===== src/rtl/useq_pkg.sv =====
package useq_pkg;

    localparam int SW    = 4;
    localparam int NSLOT = 4;
    localparam int CW    = 22;
    localparam int DEPTH = 1 << SW;

    typedef enum logic [SW-1:0] {
        S_RESET    = 4'd0,
        S_F_ADDR   = 4'd1,
        S_F_REQ    = 4'd2,
        S_F_DATA   = 4'd3,
        S_F_IR     = 4'd4,
        S_DECODE   = 4'd5,
        S_LD_ADDR  = 4'd6,
        S_LD_MEM   = 4'd7,
        S_LD_WB    = 4'd8,
        S_ST_ADDR  = 4'd9,
        S_ST_MEM   = 4'd10,
        S_AD_ADDR  = 4'd11,
        S_AD_MEM   = 4'd12,
        S_AD_WB    = 4'd13,
        S_BR_TEST  = 4'd14,
        S_BR_TAKE  = 4'd15
    } state_t;

    // control field bit positions
    localparam int CB_PC_CLR    = 0;
    localparam int CB_PC_INC    = 1;
    localparam int CB_REQ       = 2;
    localparam int CB_READ      = 3;
    localparam int CB_PC_OUT_A  = 4;
    localparam int CB_IR_OUT_A  = 5;
    localparam int CB_MBR_OUT_A = 6;
    localparam int CB_R_IN_AC   = 7;
    localparam int CB_AC_ALU_A  = 8;
    localparam int CB_M_ALU_B   = 9;
    localparam int CB_ALU_ADD   = 10;
    localparam int CB_ALU_PASSB = 11;
    localparam int CB_MAR_ADDR  = 12;
    localparam int CB_MBR_DATA  = 13;
    localparam int CB_A_IN_IR   = 14;
    localparam int CB_A_IN_MAR  = 15;
    localparam int CB_DATA_MBR  = 16;
    localparam int CB_A_IN_PC   = 17;
    localparam int CB_R_IN_MBR  = 18;
    localparam int CB_MBR_OUT_M = 19;
    localparam int CB_AC_OUT_R  = 20;
    localparam int CB_ALU_OUT_R = 21;

    typedef logic [NSLOT-1:0][SW-1:0] slots_t;

    typedef struct packed {
        logic          sel_a;
        logic          sel_b;
        slots_t        nxt;
        logic [CW-1:0] ctl;
    } uword_t;

    function automatic slots_t mk_slots(state_t s0, state_t s1, state_t s2, state_t s3);
        slots_t r;
        r[0] = s0;
        r[1] = s1;
        r[2] = s2;
        r[3] = s3;
        return r;
    endfunction

    function automatic slots_t all_to(state_t s);
        return mk_slots(s, s, s, s);
    endfunction

    function automatic uword_t build_word(state_t s);
        uword_t w;
        w = '0;
        unique case (s)
            S_RESET: begin
                w.nxt = all_to(S_F_ADDR);
                w.ctl[CB_PC_CLR] = 1'b1;
            end
            S_F_ADDR: begin
                w.nxt = all_to(S_F_REQ);
                w.ctl[CB_PC_OUT_A] = 1'b1;
                w.ctl[CB_A_IN_MAR] = 1'b1;
                w.ctl[CB_PC_INC]   = 1'b1;
            end
            S_F_REQ: begin
                w.nxt = mk_slots(S_F_REQ, S_F_REQ, S_F_DATA, S_F_DATA);
                w.ctl[CB_MAR_ADDR] = 1'b1;
                w.ctl[CB_READ]     = 1'b1;
                w.ctl[CB_REQ]      = 1'b1;
            end
            S_F_DATA: begin
                w.nxt = mk_slots(S_F_IR, S_F_IR, S_F_DATA, S_F_DATA);
                w.ctl[CB_MAR_ADDR] = 1'b1;
                w.ctl[CB_READ]     = 1'b1;
                w.ctl[CB_REQ]      = 1'b1;
                w.ctl[CB_DATA_MBR] = 1'b1;
            end
            S_F_IR: begin
                w.nxt = mk_slots(S_F_IR, S_F_IR, S_DECODE, S_DECODE);
                w.ctl[CB_MBR_OUT_A] = 1'b1;
                w.ctl[CB_A_IN_IR]   = 1'b1;
            end
            S_DECODE: begin
                w.sel_a = 1'b1;
                w.sel_b = 1'b1;
                w.nxt = mk_slots(S_LD_ADDR, S_ST_ADDR, S_AD_ADDR, S_BR_TEST);
                w.ctl[CB_IR_OUT_A] = 1'b1;
                w.ctl[CB_A_IN_MAR] = 1'b1;
            end
            S_LD_ADDR, S_AD_ADDR: begin
                w.nxt = all_to(s == S_LD_ADDR ? S_LD_MEM : S_AD_MEM);
                w.ctl[CB_MAR_ADDR] = 1'b1;
                w.ctl[CB_READ]     = 1'b1;
                w.ctl[CB_REQ]      = 1'b1;
            end
            S_LD_MEM: begin
                w.nxt = mk_slots(S_LD_WB, S_LD_WB, S_LD_MEM, S_LD_MEM);
                w.ctl[CB_MAR_ADDR] = 1'b1;
                w.ctl[CB_READ]     = 1'b1;
                w.ctl[CB_REQ]      = 1'b1;
                w.ctl[CB_DATA_MBR] = 1'b1;
            end
            S_AD_MEM: begin
                w.nxt = mk_slots(S_AD_WB, S_AD_WB, S_AD_MEM, S_AD_MEM);
                w.ctl[CB_MAR_ADDR] = 1'b1;
                w.ctl[CB_READ]     = 1'b1;
                w.ctl[CB_REQ]      = 1'b1;
                w.ctl[CB_DATA_MBR] = 1'b1;
            end
            S_LD_WB: begin
                w.nxt = all_to(S_F_ADDR);
                w.ctl[CB_MBR_OUT_M] = 1'b1;
                w.ctl[CB_M_ALU_B]   = 1'b1;
                w.ctl[CB_ALU_PASSB] = 1'b1;
                w.ctl[CB_ALU_OUT_R] = 1'b1;
                w.ctl[CB_R_IN_AC]   = 1'b1;
            end
            S_ST_ADDR: begin
                w.nxt = all_to(S_ST_MEM);
                w.ctl[CB_AC_OUT_R] = 1'b1;
                w.ctl[CB_R_IN_MBR] = 1'b1;
            end
            S_ST_MEM: begin
                w.nxt = mk_slots(S_F_ADDR, S_F_ADDR, S_ST_MEM, S_ST_MEM);
                w.ctl[CB_MAR_ADDR] = 1'b1;
                w.ctl[CB_MBR_DATA] = 1'b1;
                w.ctl[CB_REQ]      = 1'b1;
            end
            S_AD_WB: begin
                w.nxt = all_to(S_F_ADDR);
                w.ctl[CB_AC_ALU_A]  = 1'b1;
                w.ctl[CB_MBR_OUT_M] = 1'b1;
                w.ctl[CB_M_ALU_B]   = 1'b1;
                w.ctl[CB_ALU_ADD]   = 1'b1;
                w.ctl[CB_ALU_OUT_R] = 1'b1;
                w.ctl[CB_R_IN_AC]   = 1'b1;
            end
            S_BR_TEST: begin
                w.nxt = mk_slots(S_F_ADDR, S_BR_TAKE, S_F_ADDR, S_BR_TAKE);
            end
            S_BR_TAKE: begin
                w.nxt = all_to(S_F_ADDR);
                w.ctl[CB_IR_OUT_A] = 1'b1;
                w.ctl[CB_A_IN_PC]  = 1'b1;
            end
            default: w = '0;
        endcase
        return w;
    endfunction

endpackage


===== src/rtl/useq_store.sv =====
module useq_store
    import useq_pkg::*;
(
    input  logic [SW-1:0] addr,
    output uword_t        word
);
    uword_t rom [DEPTH];

    for (genvar i = 0; i < DEPTH; i++) begin : g_word
        assign rom[i] = build_word(state_t'(SW'(i)));
    end

    assign word = rom[addr];
endmodule


===== src/rtl/useq_cond_sel.sv =====
module useq_cond_sel (
    input  logic       sel_a,
    input  logic       sel_b,
    input  logic       mem_wait,
    input  logic       op_hi,
    input  logic       op_lo,
    input  logic       acc_neg,
    output logic [1:0] idx
);
    logic alpha;
    logic beta;

    always_comb begin
        alpha = sel_a ? op_hi : mem_wait;
        beta  = sel_b ? op_lo : acc_neg;
        idx   = {alpha, beta};
    end
endmodule


===== src/rtl/useq_slot_pick.sv =====
module useq_slot_pick
    import useq_pkg::*;
(
    input  slots_t                     nxt,
    input  logic [$clog2(NSLOT)-1:0]   idx,
    output logic [SW-1:0]              target
);
    always_comb begin
        target = nxt[idx];
    end
endmodule


===== src/rtl/useq_top.sv =====
module useq_top
    import useq_pkg::*;
(
    input  logic          clk,
    input  logic          rst,
    input  logic          mem_wait,
    input  logic          op_hi,
    input  logic          op_lo,
    input  logic          acc_neg,
    output logic [SW-1:0] state_o,
    output logic [CW-1:0] ctrl_o
);
    state_t        state_q;
    uword_t        cur;
    logic [1:0]    idx;
    logic [SW-1:0] target;

    useq_store u_store (
        .addr (state_q),
        .word (cur)
    );

    useq_cond_sel u_cond (
        .sel_a    (cur.sel_a),
        .sel_b    (cur.sel_b),
        .mem_wait (mem_wait),
        .op_hi    (op_hi),
        .op_lo    (op_lo),
        .acc_neg  (acc_neg),
        .idx      (idx)
    );

    useq_slot_pick u_pick (
        .nxt    (cur.nxt),
        .idx    (idx),
        .target (target)
    );

    // state register
    always_ff @(posedge clk) begin
        if (rst) state_q <= S_RESET;
        else     state_q <= state_t'(target);
    end

    // outputs
    always_comb begin
        state_o = state_q;
        ctrl_o  = cur.ctl;
    end

    a_r1_reset_loads_zero: assert property (@(posedge clk)
        rst |=> (state_o == 4'b0000));

    a_r3_fetch_req_holds: assert property (@(posedge clk) disable iff (rst)
        (state_q == S_F_REQ && !mem_wait) |=> (state_q == S_F_REQ));

    a_r4_decode_dispatch: assert property (@(posedge clk) disable iff (rst)
        (state_q == S_DECODE) |=> (state_q inside {S_LD_ADDR, S_ST_ADDR, S_AD_ADDR, S_BR_TEST}));

    a_r8_branch_not_taken: assert property (@(posedge clk) disable iff (rst)
        (state_q == S_BR_TEST && !acc_neg) |=> (state_q == S_F_ADDR));

    a_r9_load_wb_returns: assert property (@(posedge clk) disable iff (rst)
        (state_q == S_LD_WB) |=> (state_q == S_F_ADDR));

    a_r10_pc_ops_exclusive: assert property (@(posedge clk) disable iff (rst)
        $onehot0({ctrl_o[CB_PC_CLR], ctrl_o[CB_PC_INC], ctrl_o[CB_A_IN_PC]}));
endmodule


===== config.mk =====
export PLATFORM = sky130hd
export DESIGN_NAME = useq_top
export DESIGN_NICKNAME = d
export VERILOG_FILES = /design/src/rtl/useq_pkg.sv /design/src/rtl/useq_store.sv /design/src/rtl/useq_cond_sel.sv /design/src/rtl/useq_slot_pick.sv /design/src/rtl/useq_top.sv
export SDC_FILE = /design/constraint.sdc
export NUM_CORES = 1
export LEC_CHECK = 0
export BUFFER_PORTS_ARGS = -buffer_cell sky130_fd_sc_hd__buf_2
export CAP_MARGIN = 20
export CORE_ASPECT_RATIO = 1.5
export CORE_MARGIN = 1
export CORE_UTILIZATION = 45
export CTS_CLUSTER_DIAMETER = 40
export DETAILED_ROUTE_END_ITERATION = 8
export PLACE_DENSITY = 0.76
export SKIP_LAST_GASP = 1
export SYNTH_ARGS = -nofsm -noshare
export SYNTH_HDL_FRONTEND = slang
export SYNTH_HIERARCHICAL = 1
export SYNTH_SLANG_ARGS = --single-unit
export TNS_END_PERCENT = 5

===== constraint.sdc =====
create_clock -name clk -period 3.61 [get_ports clk]
set_input_delay 0.722 -clock clk [delete_from_list [all_inputs] [get_ports clk]]
set_output_delay 0.722 -clock clk [all_outputs]
set_load 0.01 [all_outputs]

==> qor.csv <==
metric;value;unit
unrepaired setup endpoints after global routing;false;
wirelength, routed;1.84;mm
simple-gate share of the synthesized area;0.235;
clock tree skew after final layout;0.931;ps
Synth Area in Compound Gates;0.199;
buffers inserted by post-CTS timing repair;0;
flip-flop count of the largest register after layout;4;
total via count in the routed design;771;
cts bufs inserted;3;
largest delay contributor family on the critical path;adder cells;
I/O pin cnt;32;
Post-Syn Area;898;µm²
critical path data required time;2890;ps
total of flip-flops plus latches after synthesis;4;
slowest cell on the critical path;ha_1;
antenna diode instance count;0;
CTS Root Buffer Type;clkbuf_4;
HPWL after detailed placement;1.38;mm
area of the multi-input gates;652;µm²
time the worst path needs with I/O delays and setup;2550;ps
vias in the first global route;653;
tightest slew margin relative to the limit;0.319;
Max Fanout on Critical Path;9;
floorplan die area;2180;µm²
Buffers & Inverters on Critical Path;2;
maximum count of clock buffers along a single path;2;
number of warnings reported in the yosys synthesis log;6;
Fmax achieved;393;MHz
Period Utilization, post-route;0.705;
routed wire length per instance;13.1;µm
GRT Util Overall;0.179;
launching element type of the critical path;flop;
overflow left after global routing;0;
clock group share of total power;0.135;
arrival time of the worst setup path;1820;ps
final core occ;0.519;
Internal Pwr Total;0.219;mW
number of nets produced by synthesis;116;
die span in x;38.5;µm
worst reg2reg setup slack;1240;ps
TritonCTS clock tree;yes;
largest vdd supply drop;0.206;mV
most frequent cells in the layout;buf_2, nor2b_1, ha_1, nand2b_1;
total power divided by cell area;423;nW/µm²
number of search-and-repair iterations in the first detailed-routing pass;4;
worst skew pair latency;230;ps
Final Max Tran Viols;0;
routability congestion estimate;0.862;
CORE AREA;1850;µm²
total clock sinks;4;
number of antenna violations at the first check in global routing;0;
dominant combinational cell family by area after synthesis;simple AND/OR/NAND/NOR gates;
routed vias/inst;5.47;
Final Hold Fails;0;
FP Rows;19;
most common library cell in the layout ignoring fill and taps;buf_2;
Slew @ Worst Pin;1020;ps
H-tree level count;1;
sequential area share after synthesis;0.0891;
power share of the sequential group;0.180;
count of nets left with antenna violations after detail routing;0;
share of total power consumed by net switching;0.462;
maximum number of pins on one net before global-route repair;33;
layout overhead on the synthesized area;7.10;%
Synth Area per Inst;8.72;µm²
total negative slack;0;ps
Static Leakage;0.481;nW
Hold Buf Count CTS;0;
# DRC;0;
switching component of the power;0.188;mW
clock transition at the registers of the reported paths;40;ps
post-synthesis instance total;103;
maximum cell stage delay along the critical path;440;ps
global-route wire length before repair;2.92;mm
endpoint kind of the worst setup timing path;primary output;
fraction of layout cells with a size suffix above 1;0.383;
IO buf count;31;
DRC marker count from the first detailed-route iteration;12;
parity-gate share of the synthesized area counting xor and xnor cells;0.00975;
combinational group share of total power;0.685;
status;complete, no violations;
max-cap violations;0;
total of endpoints with negative setup slack in the final report;0;
Worst Setup Path Type;flop to primary output;
Tightest Hold Check Type;input pin to flop;
adder and majority gate portion of the synthesized area;0.0975;
Gates resized, CTS repair;0;
number of library cell types mapped by synthesis;39;
fill cell count;181;
nets;135;
mux cell area share after synthesis;0.184;
sequential standard cell area;80.1;µm²
height of the die;56.7;µm
initial core utilization;0.484;
Critical Path, Cell by Cell;inv_1 -> ha_1 -> nand2b_1 -> a21oi_1 -> buf_2;
## cell type report
cell class | instances | area share
Sequential cell | 4 | 0.0832
Clock buffer | 3 | 0.0234
Inverter | 7 | 0.0273
Timing Repair Buffer | 31 | 0.161
Tap cell | 21 | 0.0273
Multi-Input combinational cell | 75 | 0.678
## worst register-to-register path: cells and delay by family, from the launching register on
family	cells	cell delay [ps]
flops	1	980
mux	2	800
simple gates	2	370
buf+inv	1	100
## kinds of logic (layout without fill, tap and decap cells)
| group | count (synthesis) | count (layout) |
|---|---|---|
| flip-flops | 4 | 4 |
| AO/OA/AOI/OAI | 24 | 24 |
| multiplexers | 9 | 9 |
| buffers and inverters | 24 | 41 |
| AND/OR/NAND/NOR | 34 | 34 |
| adder cells (fa/ha/maj) | 7 | 7 |
| XOR/XNOR | 1 | 1 |
## per-stage QoR
stage               power [mW]  instance area (µm²)  setup slack [ps]  std cells  hold WS (ps)
global placement         0.347                  940              1250        138           932
floorplan                0.293                  898              1390        103           794
global route             0.445                  962               907        141           700
finish                   0.407                  962              1060        141           700
detailed placement       0.351                  940              1240        138           941
CTS                      0.410                  962              1060        141           688
## layer usage
metal	wire (µm)	vias to the layer above	part of all wire	global-route usage
met5	0	-	0	0
met4	19	0	0.010	0.103
met3	57	2	0.031	0.0119
met2	948	24	0.51	0.286
met1	816	353	0.44	0.223
li1	-	392	-	-
## power by group through the flow
stage / Sequential, mW / Combinational, mW / Clock, mW
finish: 0.0731 / 0.279 / 0.0549
global route: 0.0755 / 0.307 / 0.0626
CTS: 0.0732 / 0.278 / 0.0584
detailed placement: 0.0738 / 0.277 / 0
global placement: 0.0728 / 0.274 / 0
floorplan: 0.0677 / 0.225 / 0
## path summary, 6_finish.rpt
kind,start,endpoint,cells past startpoint
max,state_o[1]$_SDFF_PP0_,ctrl_o[19],5
min,rst,state_o[2]$_SDFF_PP0_,2
min reg2reg,state_o[0]$_SDFF_PP0_,state_o[2]$_SDFF_PP0_,4
max reg2reg,state_o[3]$_SDFF_PP0_,state_o[1]$_SDFF_PP0_,5
## synthesized netlist by cell type
library cell / n / area [µm²]
buf_4: 12 / 90.1
ha_1: 7 / 87.6
nor2b_1: 7 / 43.8
nand2b_1: 6 / 37.5
inv_1: 5 / 18.8
nor2_1: 5 / 18.8
buf_6: 4 / 45.0
dfxtp_1: 4 / 80.1
mux4_1: 4 / 105
a21oi_1: 3 / 15.0
a31oi_1: 3 / 18.8
mux2i_1: 3 / 30.0
o22ai_1: 3 / 18.8
and2_1: 2 / 12.5
and2b_1: 2 / 15.0
inv_2: 2 / 7.51
mux2_4: 2 / 30.0
nand2_1: 2 / 7.51
nand2_2: 2 / 12.5
o211ai_1: 2 / 15.0
o21a_1: 2 / 15.0
o21ai_0: 2 / 10.0
o21ai_1: 2 / 10.0
o31ai_2: 2 / 25.0
a211o_1: 1 / 8.76
a21bo_2: 1 / 10.0
a22o_1: 1 / 8.76
and2_0: 1 / 6.26
and3_1: 1 / 6.26
buf_2: 1 / 5.00
nand3_1: 1 / 5.00
nand3b_1: 1 / 7.51
nor2b_4: 1 / 13.8
nor3_1: 1 / 5.00
nor3b_2: 1 / 12.5
o31ai_1: 1 / 7.51
o32ai_2: 1 / 16.3
or2b_1: 1 / 7.51
xnor2_1: 1 / 8.76
Power figures use the tool's default switching activity.
